File: config.mk
export PLATFORM = sky130hd
export DESIGN_NAME = wake_pulse_seq
export DESIGN_NICKNAME = d
export VERILOG_FILES = /design/src/rtl/wps_pkg.sv /design/src/rtl/wps_rst_sync.sv /design/src/rtl/wps_sync.sv /design/src/rtl/wps_quiet_det.sv /design/src/rtl/wps_trig_qual.sv /design/src/rtl/wps_seq_fsm.sv /design/src/rtl/wps_gate_limit.sv /design/src/rtl/wake_pulse_seq.sv
export SDC_FILE = /design/constraint.sdc
export NUM_CORES = 1
export LEC_CHECK = 0
export ABC_AREA = 1
export BUFFER_PORTS_ARGS = -buffer_cell sky130_fd_sc_hd__buf_2
export CORE_UTILIZATION = 57
export DETAILED_ROUTE_END_ITERATION = 10
export PLACE_DENSITY = 0.79
export SYNTH_ARGS = -nofsm -noshare
export SYNTH_HDL_FRONTEND = slang
export SYNTH_HIERARCHICAL = 1
export SYNTH_SLANG_ARGS = --single-unit
export TNS_END_PERCENT = 30
File: constraint.sdc
create_clock -name clk -period 3.6 [get_ports clk]
set_input_delay 1.08 -clock clk [delete_from_list [all_inputs] [get_ports clk]]
set_output_delay 1.08 -clock clk [all_outputs]
set_load 0.005 [all_outputs]
File: src/rtl/wps_pkg.sv
package wps_pkg;

   typedef enum logic [2:0] {
      ST_IDLE   = 3'd0,
      ST_ARMED  = 3'd1,
      ST_PULSE1 = 3'd2,
      ST_SNOOZE = 3'd3,
      ST_PULSE2 = 3'd4,
      ST_DONE   = 3'd5
   } wps_state_e;

   localparam int unsigned NUM_TRIG = 2;
   localparam int unsigned TRIG_UV  = 0;
   localparam int unsigned TRIG_OV  = 1;

endpackage

File: src/rtl/wps_rst_sync.sv
module wps_rst_sync #(
   parameter int unsigned STAGES = 2
) (
   input  logic clk,
   input  logic arst_n,
   output logic rst_n
);

   logic [STAGES-1:0] shift_q;

   always_ff @(posedge clk or negedge arst_n) begin
      if (!arst_n) shift_q <= '0;
      else         shift_q <= {shift_q[STAGES-2:0], 1'b1};
   end

   assign rst_n = shift_q[STAGES-1];

endmodule

File: src/rtl/wps_sync.sv
module wps_sync #(
   parameter int unsigned WIDTH  = 1,
   parameter int unsigned STAGES = 2
) (
   input  logic             clk,
   input  logic             rst_n,
   input  logic [WIDTH-1:0] d,
   output logic [WIDTH-1:0] q
);

   logic [WIDTH-1:0] stage_q [STAGES];

   for (genvar s = 0; s < STAGES; s++) begin : g_stage
      if (s == 0) begin : g_first
         always_ff @(posedge clk or negedge rst_n) begin
            if (!rst_n) stage_q[s] <= '0;
            else        stage_q[s] <= d;
         end
      end else begin : g_next
         always_ff @(posedge clk or negedge rst_n) begin
            if (!rst_n) stage_q[s] <= '0;
            else        stage_q[s] <= stage_q[s-1];
         end
      end
   end

   assign q = stage_q[STAGES-1];

endmodule

File: src/rtl/wps_quiet_det.sv
module wps_quiet_det #(
   parameter int unsigned QUIET_CYC = 20,
   localparam int unsigned QW       = $clog2(QUIET_CYC + 1)
) (
   input  logic clk,
   input  logic rst_n,
   input  logic act_s,
   output logic act_edge,
   output logic quiet
);

   localparam logic [QW-1:0] QLIM = QW'(QUIET_CYC);

   logic          act_prev_q;
   logic [QW-1:0] qcnt_q;

   always_ff @(posedge clk or negedge rst_n) begin
      if (!rst_n) act_prev_q <= 1'b0;
      else        act_prev_q <= act_s;
   end

   assign act_edge = act_s ^ act_prev_q;

   always_ff @(posedge clk or negedge rst_n) begin
      if (!rst_n)             qcnt_q <= '0;
      else if (act_edge)      qcnt_q <= '0;
      else if (qcnt_q != QLIM) qcnt_q <= qcnt_q + 1'b1;
   end

   assign quiet = (qcnt_q == QLIM);

endmodule

File: src/rtl/wps_trig_qual.sv
module wps_trig_qual #(
   parameter bit LEVEL = 1'b1
) (
   input  logic clk,
   input  logic rst_n,
   input  logic lvl,
   output logic hit
);

   if (LEVEL) begin : g_level
      assign hit = lvl;
   end else begin : g_edge
      logic prev_q;
      always_ff @(posedge clk or negedge rst_n) begin
         if (!rst_n) prev_q <= 1'b0;
         else        prev_q <= lvl;
      end
      assign hit = lvl & ~prev_q;
   end

endmodule

File: src/rtl/wps_seq_fsm.sv
module wps_seq_fsm
   import wps_pkg::*;
#(
   parameter int unsigned PULSE_CYC  = 8,
   parameter int unsigned SNOOZE_CYC = 44,
   localparam int unsigned MAXC      = (PULSE_CYC > SNOOZE_CYC) ? PULSE_CYC : SNOOZE_CYC,
   localparam int unsigned CW        = $clog2(MAXC + 1)
) (
   input  logic       clk,
   input  logic       rst_n,
   input  logic       quiet,
   input  logic       act_edge,
   input  logic       uv_hit,
   input  logic       ov_hit,
   output logic       gate_req,
   output wps_state_e state,
   output logic       ov_flag
);

   localparam logic [CW-1:0] PEND = CW'(PULSE_CYC - 1);
   localparam logic [CW-1:0] SEND = CW'(SNOOZE_CYC - 1);

   wps_state_e    state_q, state_d;
   logic [CW-1:0] cnt_q;
   logic          ov_q;

   always_comb begin
      state_d = state_q;
      unique case (state_q)
         ST_IDLE:   if (quiet) state_d = ST_ARMED;
         ST_ARMED: begin
            if (act_edge)             state_d = ST_IDLE;
            else if (uv_hit || ov_hit) state_d = ST_PULSE1;
         end
         ST_PULSE1: if (cnt_q == PEND) state_d = ST_SNOOZE;
         ST_SNOOZE: begin
            if (act_edge)          state_d = ST_IDLE;
            else if (cnt_q == SEND) state_d = ST_PULSE2;
         end
         ST_PULSE2: if (cnt_q == PEND) state_d = ST_DONE;
         ST_DONE:   if (act_edge) state_d = ST_IDLE;
         default:   state_d = ST_IDLE;
      endcase
   end

   always_ff @(posedge clk or negedge rst_n) begin
      if (!rst_n) state_q <= ST_IDLE;
      else        state_q <= state_d;
   end

   always_ff @(posedge clk or negedge rst_n) begin
      if (!rst_n)                   cnt_q <= '0;
      else if (state_d != state_q)  cnt_q <= '0;
      else if (state_q == ST_PULSE1 || state_q == ST_SNOOZE || state_q == ST_PULSE2)
                                    cnt_q <= cnt_q + 1'b1;
   end

   always_ff @(posedge clk or negedge rst_n) begin
      if (!rst_n) ov_q <= 1'b0;
      else if (state_q == ST_ARMED && state_d == ST_PULSE1) ov_q <= ov_hit;
   end

   assign gate_req = (state_q == ST_PULSE1) || (state_q == ST_PULSE2);
   assign state    = state_q;
   assign ov_flag  = ov_q;

endmodule

File: src/rtl/wps_gate_limit.sv
module wps_gate_limit #(
   parameter int unsigned PULSE_CYC = 8,
   localparam int unsigned LW       = $clog2(PULSE_CYC + 1)
) (
   input  logic clk,
   input  logic rst_n,
   input  logic req,
   output logic gate
);

   localparam logic [LW-1:0] LLIM = LW'(PULSE_CYC);

   logic [LW-1:0] run_q;

   always_ff @(posedge clk or negedge rst_n) begin
      if (!rst_n)             run_q <= '0;
      else if (!req)          run_q <= '0;
      else if (run_q != LLIM) run_q <= run_q + 1'b1;
   end

   assign gate = req && (run_q < LLIM);

endmodule

File: src/rtl/wake_pulse_seq.sv
module wake_pulse_seq
   import wps_pkg::*;
#(
   parameter int unsigned CLK_MHZ     = 125,
   parameter int unsigned PULSE_US    = 4,
   parameter int unsigned SNOOZE_US   = 22,
   parameter int unsigned QUIET_US    = 10,
   parameter int unsigned SYNC_STAGES = 2,
   parameter bit          TRIG_LEVEL  = 1'b1
) (
   input  logic       clk,
   input  logic       supply_ok,
   input  logic       sw_activity,
   input  logic       uv_trip,
   input  logic       ov_trip,
   output logic       gate_drive,
   output logic [2:0] state_code,
   output logic       last_was_ov
);

   localparam int unsigned PULSE_CYC  = CLK_MHZ * PULSE_US;
   localparam int unsigned SNOOZE_CYC = CLK_MHZ * SNOOZE_US;
   localparam int unsigned QUIET_CYC  = CLK_MHZ * QUIET_US;

   if (PULSE_CYC < 1) begin : g_bad_pulse
      $error("wake_pulse_seq: pulse width must be at least one cycle");
   end
   if (SNOOZE_CYC < 1) begin : g_bad_snooze
      $error("wake_pulse_seq: snooze window must be at least one cycle");
   end
   if (QUIET_CYC < 2) begin : g_bad_quiet
      $error("wake_pulse_seq: quiet time must be at least two cycles");
   end
   if (SYNC_STAGES < 2) begin : g_bad_sync
      $error("wake_pulse_seq: synchronizer needs two or more stages");
   end

   logic                rst_n;
   logic [NUM_TRIG:0]   raw_in, sync_out;
   logic [NUM_TRIG-1:0] hit;
   logic                act_edge, quiet, gate_req, gate_lim, ov_flag;
   wps_state_e          state;

   wps_rst_sync #(.STAGES(SYNC_STAGES)) i_rst_sync (
      .clk    (clk),
      .arst_n (supply_ok),
      .rst_n  (rst_n)
   );

   assign raw_in = {ov_trip, uv_trip, sw_activity};

   wps_sync #(.WIDTH(NUM_TRIG + 1), .STAGES(SYNC_STAGES)) i_sync (
      .clk   (clk),
      .rst_n (rst_n),
      .d     (raw_in),
      .q     (sync_out)
   );

   wps_quiet_det #(.QUIET_CYC(QUIET_CYC)) i_quiet (
      .clk      (clk),
      .rst_n    (rst_n),
      .act_s    (sync_out[0]),
      .act_edge (act_edge),
      .quiet    (quiet)
   );

   for (genvar t = 0; t < NUM_TRIG; t++) begin : g_trig
      wps_trig_qual #(.LEVEL(TRIG_LEVEL)) i_qual (
         .clk   (clk),
         .rst_n (rst_n),
         .lvl   (sync_out[t+1]),
         .hit   (hit[t])
      );
   end

   wps_seq_fsm #(.PULSE_CYC(PULSE_CYC), .SNOOZE_CYC(SNOOZE_CYC)) i_fsm (
      .clk      (clk),
      .rst_n    (rst_n),
      .quiet    (quiet),
      .act_edge (act_edge),
      .uv_hit   (hit[TRIG_UV]),
      .ov_hit   (hit[TRIG_OV]),
      .gate_req (gate_req),
      .state    (state),
      .ov_flag  (ov_flag)
   );

   wps_gate_limit #(.PULSE_CYC(PULSE_CYC)) i_limit (
      .clk   (clk),
      .rst_n (rst_n),
      .req   (gate_req),
      .gate  (gate_lim)
   );

   assign gate_drive  = gate_lim & supply_ok;
   assign state_code  = state;
   assign last_was_ov = ov_flag;

endmodule

Yosys cells after proc, flatten, opt, wreduce, memory -nomap -nowiden
Cells that the tools add are included.
{"block": "totals", "register_bits": 45}
{"block": "op_classes", "n_addsub": 3, "order_cmp": 1, "eq_ne": 13, "muxes": 15, "bitwise": 2, "n_reduce_logical": 9}
{"operator": "2-to-1 mux 12 bit", "n": 2}
{"operator": "2-to-1 mux 3 bit", "n": 8}
{"operator": "2-to-1 mux 11 bit", "n": 2}
{"operator": "2-to-1 mux 9 bit", "n": 2}
{"operator": "case mux 3 bit (6 select lines)", "n": 1}
{"operator": "adder 12 x 1 -> 12 bit, second input constant", "n": 1}
{"operator": "== test 12 bit, second input constant", "n": 1}
{"operator": "== test 12 x 9 -> 1 bit, second input constant", "n": 1}
{"operator": "adder 11 x 1 -> 11 bit, second input constant", "n": 1}
{"operator": "== test 11 bit, second input constant", "n": 1}
{"operator": "!= test 11 bit, second input constant", "n": 1}
{"operator": "adder 9 x 1 -> 9 bit, second input constant", "n": 1}
{"operator": "== test 3 x 2 -> 1 bit, second input constant", "n": 3}
{"operator": "< comparator 9 bit, second input constant", "n": 1}
{"operator": "!= test 9 bit, second input constant", "n": 1}
{"operator": "== test 3 bit, second input constant", "n": 2}
{"operator": "logical OR 1 bit", "n": 4}
{"operator": "nonzero test 2 bit", "n": 2}
{"operator": "== test 3 x 1 -> 1 bit, second input constant", "n": 1}
{"operator": "logical NOT 3 bit", "n": 1}
{"operator": "!= test 3 bit", "n": 1}
{"operator": "logical AND 1 bit", "n": 2}
{"operator": "!= test 2 bit, second input constant", "n": 1}
{"operator": "AND 1 bit", "n": 1}
{"operator": "bitwise XOR 1 bit", "n": 1}

Logic depth before layout (Yosys ltp)
Gate-level depths: netlist (run 1).
{"block": "logic_depth", "word_depth": 6, "mapped_depth": 15, "ltp_nobuf": 14}

Hierarchy
Netlist (run 1), hierarchy kept.
{"mod": "wps_seq_fsm", "n_inst": 1, "cells_each": 128, "area_per_inst_um2": 1018.5}
{"mod": "wps_quiet_det", "n_inst": 1, "cells_each": 87, "area_per_inst_um2": 686.9}
{"mod": "wps_gate_limit", "n_inst": 1, "cells_each": 67, "area_per_inst_um2": 521.8}
{"mod": "wps_sync", "n_inst": 1, "cells_each": 9, "area_per_inst_um2": 172.7}
{"mod": "wps_rst_sync", "n_inst": 1, "cells_each": 3, "area_per_inst_um2": 53.8}
{"mod": "wps_trig_qual", "n_inst": 2, "cells_each": 1, "area_per_inst_um2": 7.5}
{"mod": "wake_pulse_seq", "n_inst": 1, "cells_each": 2, "area_per_inst_um2": 7.5}

Worst setup path before layout (run 1)
No wires, ideal clock.
{"block": "synth_timing", "path_kind": "flip-flop to output port", "from": "register i_fsm.state_q[1] (netlist: i_fsm/state[1])", "to": "output port gate_drive", "t_arrival_ns": 1.243, "required_time_ns": 2.520, "setup_slack_ns": 1.277, "path_stages_with_launch": 9, "n_path_buf": 1, "cell_sequence": "dfrtp_1 -> nor2_2 -> nand2_2 -> nand2_2 -> buf_2 -> inv_1 -> a21oi_1 -> nand2_1 -> inv_1"}
{"block": "synth_via", "elab_chain_cells": 4, "word_cells_on_any_way": 5, "classes_between": "eq/ne (2); bitwise (1); reduce/logical (2)"}
{"element": "start, declared", "line_no": "wps_seq_fsm.sv:23", "source": "wps_state_e state_q, state_d;"}
{"element": "start signal, assigned", "line_no": "wps_seq_fsm.sv:48", "source": "else state_q <= state_d;"}
{"element": "== test 3 x 2 -> 1 bit / == test 3 bit (equally long branches)", "line_no": "wps_seq_fsm.sv:63", "source": "assign gate_req = (state_q == ST_PULSE1) || (state_q == ST_PULSE2);"}
{"element": "logical OR 1 bit (*)", "line_no": "wps_seq_fsm.sv:63"}
{"element": "net gate_req", "line_no": "wake_pulse_seq.sv:41", "source": "logic act_edge, quiet, gate_req, gate_lim, ov_flag;"}
{"element": "logical AND 1 bit (*)", "line_no": "wps_gate_limit.sv:21", "source": "assign gate = req && (run_q < LLIM);"}
{"element": "net gate_lim", "line_no": "wake_pulse_seq.sv:41"}
{"element": "AND 1 bit (*)", "line_no": "wake_pulse_seq.sv:95", "source": "assign gate_drive = gate_lim & supply_ok;"}
{"element": "end, declared", "line_no": "wake_pulse_seq.sv:16", "source": "output logic gate_drive,"}
The timed path passes the listed nets; every way through them passes the cells marked *.

Worst setup path after layout (run 1)
{"block": "layout_timing", "from": "register i_fsm.state_q[2] (netlist: i_fsm/state[2])", "to": "output port gate_drive"}
The elaborated chain is that of the path after synthesis.

==> results of run 1 <==
## worst paths after layout
path	startpoint	slack [ps]	cells after the start	endpoint
max in group asynchronous	i_rst_sync/shift_q[1]$_DFF_PN0_	2600	0	i_quiet/qcnt_q[7]$_DFFE_PN0P_
min in group asynchronous	i_rst_sync/shift_q[1]$_DFF_PN0_	410	0	i_sync/stage_q[4]$_DFF_PN0_
worst min register to register	i_sync/stage_q[3]$_DFF_PN0_	350	0	i_sync/q[0]$_DFF_PN0_
worst min-delay path	i_sync/stage_q[3]$_DFF_PN0_	350	0	i_sync/q[0]$_DFF_PN0_
worst max-delay path	i_fsm/state[2]$_DFF_PN0_	810	8	gate_drive
worst max register to register	i_quiet/act_prev_q$_DFF_PN0_	1420	7	i_fsm/cnt_q[9]$_DFFE_PN0P_
## cells by family after synthesis
group                      share of synthesized area (%)
and+or+nand+nor                                    35.12
DFF                                                45.48
buffers and inverters                              7.327
xor gates and xnor gates                           5.963
AOI/OAI and AO/OA                                  2.527
adders and majority gates                          3.032
other                                             0.1514
muxes                                             0.4043
## per-stage QoR
stage / hold WS [ps] / setup slack [ps]
after CTS: 352.9 / 799.4
after global routing: 363.8 / 655.2
final: 350.1 / 810.6
after detailed placement: 336.3 / 1125
after global placement: 332.7 / 1129
after floorplan: 331.2 / 1277
## sequential cells by signal (all words and copies together), names as in the netlist
name                flops
i_sync/q                3
i_limit/run_q           9
i_fsm/state             3
i_sync/stage_q          3
i_rst_sync/shift_q      2
i_quiet/act_prev_q      1
i_fsm/ov_flag           1
i_quiet/qcnt_q         11
i_fsm/cnt_q            12
## power groups by stage
stage / combinational, mW / clock (mW) / sequential [mW]
finish: 0.0325 / 0.371 / 0.535
global route: 0.0383 / 0.406 / 0.538
CTS: 0.0329 / 0.383 / 0.536
detailed placement: 0.0328 / 0 / 0.546
global placement: 0.0321 / 0 / 0.545
floorplan: 0.0295 / 0 / 0.540
## metal layers
metal,up-vias,part of all wire (%),global-route usage [%]
met5,-,0,0
met1,837,49,29.82
met3,2,4.3,5.167
met2,30,46,34.65
met4,0,0.66,6.510
li1,947,-,-
## placed cells by master, fill, tap and decap left out
cell type | Yosys | routed
xnor2_1 | 5 | 5
nor2_2 | 18 | 18
o21ai_0 | 1 | 1
nand4_1 | 5 | 5
nand2_4 | 2 | 2
dfrtp_2 | 0 | 1
nand4_2 | 1 | 1
inv_1 | 33 | 33
a21oi_2 | 1 | 1
nand3_2 | 4 | 4
ha_1 | 6 | 6
clkbuf_1 | 0 | 1
nand2_1 | 60 | 60
nor2_4 | 3 | 3
a31oi_1 | 1 | 1
clkbuf_8 | 0 | 5
nand3_1 | 29 | 29
conb_1 | 1 | 1
a21oi_1 | 7 | 7
nor3_4 | 1 | 1
buf_2 | 1 | 9
nor3b_1 | 2 | 2
nand2_2 | 7 | 7
dfrtp_1 | 45 | 44
bufinv_16 | 0 | 1
mux2i_1 | 1 | 1
clkinv_2 | 0 | 1
nor3_1 | 2 | 2
a211oi_1 | 1 | 1
xor2_1 | 10 | 10
xnor2_2 | 1 | 1
inv_2 | 1 | 1
nor2_1 | 43 | 43
## area by class of cell
cell class | count | area [um^2] | share of cell area [%]
Clock buffer | 6 | 72.57 | 2.750
Clock inverter | 2 | 35.03 | 1.328
Inverter | 34 | 127.6 | 4.836
Multi-Input combinational cell | 212 | 1169 | 44.29
Sequential cell | 45 | 1127 | 42.72
Tap cell | 50 | 62.56 | 2.371
Timing Repair Buffer | 9 | 45.04 | 1.707
## critical path: stages (launching register included)
cell	delay, ps
dfrtp_1	430
inv_1	150
nand3_1	150
nand2_2	210
inv_1	130
a21oi_1	140
nand2_1	60
inv_1	40
buf_2	100
==> flow_metrics.py, run 1 <==
metrics = {
    "yosys": {
        "syn_area_mm2": 0.002476,
        "synth_cells": 298,
        "syn_avg_cell_area_um2": 8.309,
        "post-synth-top-count-cell": "nand2_1",
        "synth_edf_count": 0,
        "ys_async_sr_fraction_pct": 100.0,
        "yosys_warnings": 6,
        "ys.flop_type": "dfrtp_1",
        "yosysSeqAreaShare_pct": 45.48,
        "synth_area_leaders": "dfrtp_1, nand2_1, nor2_1",
        "yosysTopAreaCellShare_pct": 45.48,
        "synth_top_area_cell": "dfrtp_1",
        "synthDistinctLibCells": 30,
        "ys_seq_elements": 45,
        "syn_nets": 309,
        "synth_commonest_cells": "nand2_1, dfrtp_1, nor2_1",
    },
    "sta": {
        "finalSetupViolCount": 0,
        "rsz0062_at_grt": "false",
        "worstMarginPinSlew_ps": 917.2,
        "slew_headroom_pct": 38.85,
        "finalSetupTns_ps": 0,
        "fmax_mhz": 358.5,
        "period_needed_ps": 2789,
        "finalMaxSlewViolations": 0,
        "hold_viol_final": 0,
        "period_share_pct": 77.48,
        "finalClockSkew_ps": 14.58,
    },
    "detailed_routing": {
        "vias": 1816,
        "avgRoutedWirePerCell_um": 11.81,
        "drt-pass1-iter-count": 4,
        "drt-initial-drc-count": 143,
        "via_per_inst": 5.073,
        "wirelength_mm": 4.229,
        "ant_nets": 0,
        "drc": 0,
    },
    "finish": {
        "diodes": 0,
        "stdcell_count": 358,
        "layout.nets": 318,
        "nFillCells": 355,
        "drive_above_1_share_pct": 18.18,
        "area_growth_pct": 6.569,
        "design_area_mm2": 0.002639,
        "final_util_pct": 64.57,
    },
    "power": {
        "power.density_mw_per_mm2": 355.8,
        "intPower_mw": 0.7352,
        "power.leakage_nw": 1.220,
        "sequentialPowerShare_pct": 57.0,
        "p_sw_mw": 0.2036,
        "p_clk_share_pct": 39.6,
        "ir_drop_mv": 0.2580,
        "p_total_mw": 0.9388,
        "combPwrFrac_pct": 3.5,
        "switching_share_pct": 21.69,
    },
    "floorplan": {
        "fp.dieW_um": 67.91,
        "start_util_pct": 60.59,
        "die-area_mm2": 0.004612,
        "core_mm2": 0.004086,
        "fp.dieH_um": 67.91,
        "num_rows": 23,
        "io-pin-count": 10,
    },
    "grt": {
        "grt_first_pass_wirelength_mm": 7.452,
        "grt_max_degree": 44,
        "grt_pass1_vias": 1729,
        "grt.overflow.total": 0,
        "antenna_found_initial": 0,
        "grtUsageTotal_pct": 21.89,
    },
    "place": {
        "dpl_cell_area_mm2": 0.002531,
        "finalWeightedCongestion": 0.9198,
        "dp_hpwl_mm": 3.058,
        "placement.io_buffers": 9,
        "place_inst": 350,
    },
    "clock_network": {
        "cts_tree": "yes",
        "cts_root_buf": "clkbuf_8",
        "clkSinkCount": 45,
        "htreeDepth": 2,
        "post_cts_buffers": 0,
        "numCtsBuffers": 5,
        "ctsHoldBuffers": 0,
        "clk_latency_ps": 300,
        "cts_resized": 0,
        "cts.path.max_buffers": 2,
        "clk_pin_slew_ps": 90,
    },
    "worst_setup_path": {
        "crit_arrival_ps": 1710,
        "end_kind": "output pin",
        "path_class": "register to output pin",
        "path_max_fanout": 11,
        "cp-start-kind": "register",
        "cp_data_required_time_ps": 2520,
    },
    "status": {
        "outcome": "finished clean",
    },
    "worst_hold_path": {
        "worstHoldPathType": "register to register",
    },
    "job": {
        "maxCapViolations": 0,
    },
}
(Power assumes the default switching activity.)
==> run 2: changes to the inputs <==
--- a/config.mk
+++ b/config.mk
@@ -7,9 +7,9 @@
 export LEC_CHECK = 0
 export ABC_AREA = 1
 export BUFFER_PORTS_ARGS = -buffer_cell sky130_fd_sc_hd__buf_2
-export CORE_UTILIZATION = 57
+export CORE_UTILIZATION = 55
 export DETAILED_ROUTE_END_ITERATION = 10
-export PLACE_DENSITY = 0.79
+export PLACE_DENSITY = 0.8
 export SYNTH_ARGS = -nofsm -noshare
 export SYNTH_HDL_FRONTEND = slang
 export SYNTH_HIERARCHICAL = 1
==> constraint.sdc (replaced) <==
create_clock -name clk -period 2.45 [get_ports clk]
set_input_delay 0.735 -clock clk [delete_from_list [all_inputs] [get_ports clk]]
set_output_delay 0.735 -clock clk [all_outputs]
set_load 0.005 [all_outputs]
==> run 2 against run 1 <==
Compared with the run above: non-clock buffer count grew 4; register-to-register slack got worse by 940 ps; worst hold slack worse by 130 ps; die area grew 3.5%; sequential share of layout area shrank 0.25 points; flip-flop and latch count unchanged.
==> flow_metrics.py, run 2 (synthesis gave the netlist of run 1 again) <==
metrics = {
    "floorplan": {
        "core_mm2": 0.004354,
        "io-pin-count": 10,
        "num_rows": 24,
        "fp.dieW_um": 69.10,
        "die-area_mm2": 0.004774,
        "start_util_pct": 56.87,
        "fp.dieH_um": 69.10,
    },
    "power": {
        "p_clk_share_pct": 34.1,
        "power.density_mw_per_mm2": 477.4,
        "power.leakage_nw": 1.230,
        "switching_share_pct": 22.98,
        "p_sw_mw": 0.2916,
        "ir_drop_mv": 0.3890,
        "combPwrFrac_pct": 4.0,
        "p_total_mw": 1.269,
        "sequentialPowerShare_pct": 61.9,
        "intPower_mw": 0.9772,
    },
    "worst_setup_path": {
        "cp-startpoint": "i_fsm/state[1]$_DFF_PN0_",
        "reg2reg_depth": 14,
        "path_max_fanout": 7,
        "path_class": "register to output pin",
        "r2r-start": "i_quiet/qcnt_q[0]$_DFFE_PN0P_",
        "reg2reg_slack_ps": 480,
        "r2r-end": "i_fsm/cnt_q[10]$_DFFE_PN0P_",
        "end_kind": "output pin",
        "crit_arrival_ps": 1580,
        "cp-start-kind": "register",
        "cp_data_required_time_ps": 1710,
    },
    "clock_network": {
        "cts_tree": "yes",
        "clk_pin_slew_ps": 80,
        "cts.path.max_buffers": 2,
        "clk_latency_ps": 290,
        "numCtsBuffers": 5,
        "cts_root_buf": "clkbuf_8",
        "htreeDepth": 2,
        "ctsHoldBuffers": 0,
        "clkSinkCount": 45,
    },
    "detailed_routing": {
        "avgRoutedWirePerCell_um": 11.62,
        "drt-pass1-iter-count": 4,
        "via_per_inst": 5.049,
        "drc": 0,
        "drt-initial-drc-count": 138,
        "vias": 1838,
        "ant_nets": 0,
        "wirelength_mm": 4.231,
    },
    "place": {
        "placement.io_buffers": 9,
        "dp_slack_ps": 340.8,
        "finalWeightedCongestion": 0.8772,
        "dpl_cell_area_mm2": 0.002541,
        "dp_hpwl_mm": 3.092,
    },
    "grt": {
        "grt_max_degree": 44,
        "grt_pass1_vias": 1713,
        "grtUsageTotal_pct": 19.70,
        "antenna_found_initial": 0,
        "grt_first_pass_wirelength_mm": 7.527,
        "grt.overflow.total": 0,
    },
    "finish": {
        "area_growth_pct": 7.327,
        "mostFrequentLayoutCells": "nand2_1, nor2_1, dfrtp_1",
        "layout_commonest_cell": "nand2_1",
        "top_regs": "i_fsm/cnt_q x12, i_quiet/qcnt_q x11, i_limit/run_q x9",
        "layout.nets": 322,
        "nFillCells": 363,
        "final_util_pct": 61.03,
        "top_register": "i_fsm/cnt_q",
        "largest_register_ffs": 12,
        "diodes": 0,
        "drive_above_1_share_pct": 19.87,
        "design_area_mm2": 0.002658,
    },
    "job": {
        "maxCapViolations": 0,
    },
    "sta": {
        "slew_headroom_pct": 39.90,
        "hold_viol_final": 0,
        "period_needed_ps": 2317,
        "finalClockSkew_ps": 3.924,
        "finalSetupTns_ps": 0,
        "period_share_pct": 94.57,
        "worstMarginPinSlew_ps": 901.5,
        "finalMaxSlewViolations": 0,
        "fmax_mhz": 431.6,
        "layout_setup_ws_ps": 132.9,
        "finalSetupViolCount": 0,
    },
    "status": {
        "outcome": "finished clean",
    },
    "worst_hold_path": {
        "worstHoldPathType": "input pin to asynchronous set/reset pin",
    },
}
[run 2: layer usage]
metal | share of wire (%) | vias to the layer above | global-route usage (%) | routed length (um)
met5 | 0 | - | 0 | 0
met4 | 0.95 | 0 | 8.844 | 40
met3 | 3.4 | 5 | 4.825 | 143
met2 | 46 | 31 | 29.13 | 1956
met1 | 49 | 852 | 27.51 | 2092
li1 | - | 950 | - | -
[run 2: power groups by stage]
stage / clock network (mW) / registers, mW / logic (mW)
2_1_floorplan: 0 / 0.794 / 0.0433
3_3_place_gp: 0 / 0.801 / 0.0489
3_5_place_dp: 0 / 0.803 / 0.0506
4_1_cts: 0.457 / 0.788 / 0.0507
5_1_grt: 0.479 / 0.792 / 0.0588
6_report: 0.433 / 0.785 / 0.0504
[run 2: worst max-delay path by stage]
| stage | to | slack, ps | depth (start not counted) |
|---|---|---|---|
| after floorplan | gate_drive | 470 | 8 |
| after global placement | gate_drive | 390 | 8 |
| after detailed placement | gate_drive | 340 | 8 |
| after CTS | gate_drive | 50 | 8 |
| after global routing | gate_drive | -8 | 8 |
| final | gate_drive | 130 | 8 |
[run 2: stage by stage]
stage / instances / hold WS (ps)
after floorplan: 298 / 331.2
after global placement: 353 / 334.6
after detailed placement: 353 / 340.5
after CTS: 361 / 206.7
after global routing: 364 / 206.4
final: 364 / 216.1
[run 2: cell type report]
| type | count | area (um^2) | area share [%] |
|---|---|---|---|
| Sequential cell | 45 | 1129 | 42.47 |
| Tap cell | 52 | 65.06 | 2.448 |
| Clock buffer | 6 | 72.57 | 2.731 |
| Timing Repair Buffer | 13 | 75.07 | 2.825 |
| Inverter | 34 | 127.6 | 4.802 |
| Multi-Input combinational cell | 212 | 1179 | 44.35 |
| Clock inverter | 2 | 10.01 | 0.3766 |
[run 2: critical path, stage by stage (launching register included)]
cell     delay [ps]
dfrtp_2         470
nor2_2          170
nand2_2         120
nand2_4         120
inv_1           100
a21oi_1         120
nand2_1          60
inv_1            40
buf_2            90
[run 2: what timing repair did]
item                                    4_1_cts  5_1_grt
buffers inserted                              0        3
endpoints found under the setup margin        1        1
resized for setup                             1        2
gates cloned                                  0        0
pin swaps                                     0        1
hold endpoints to repair                      0        0
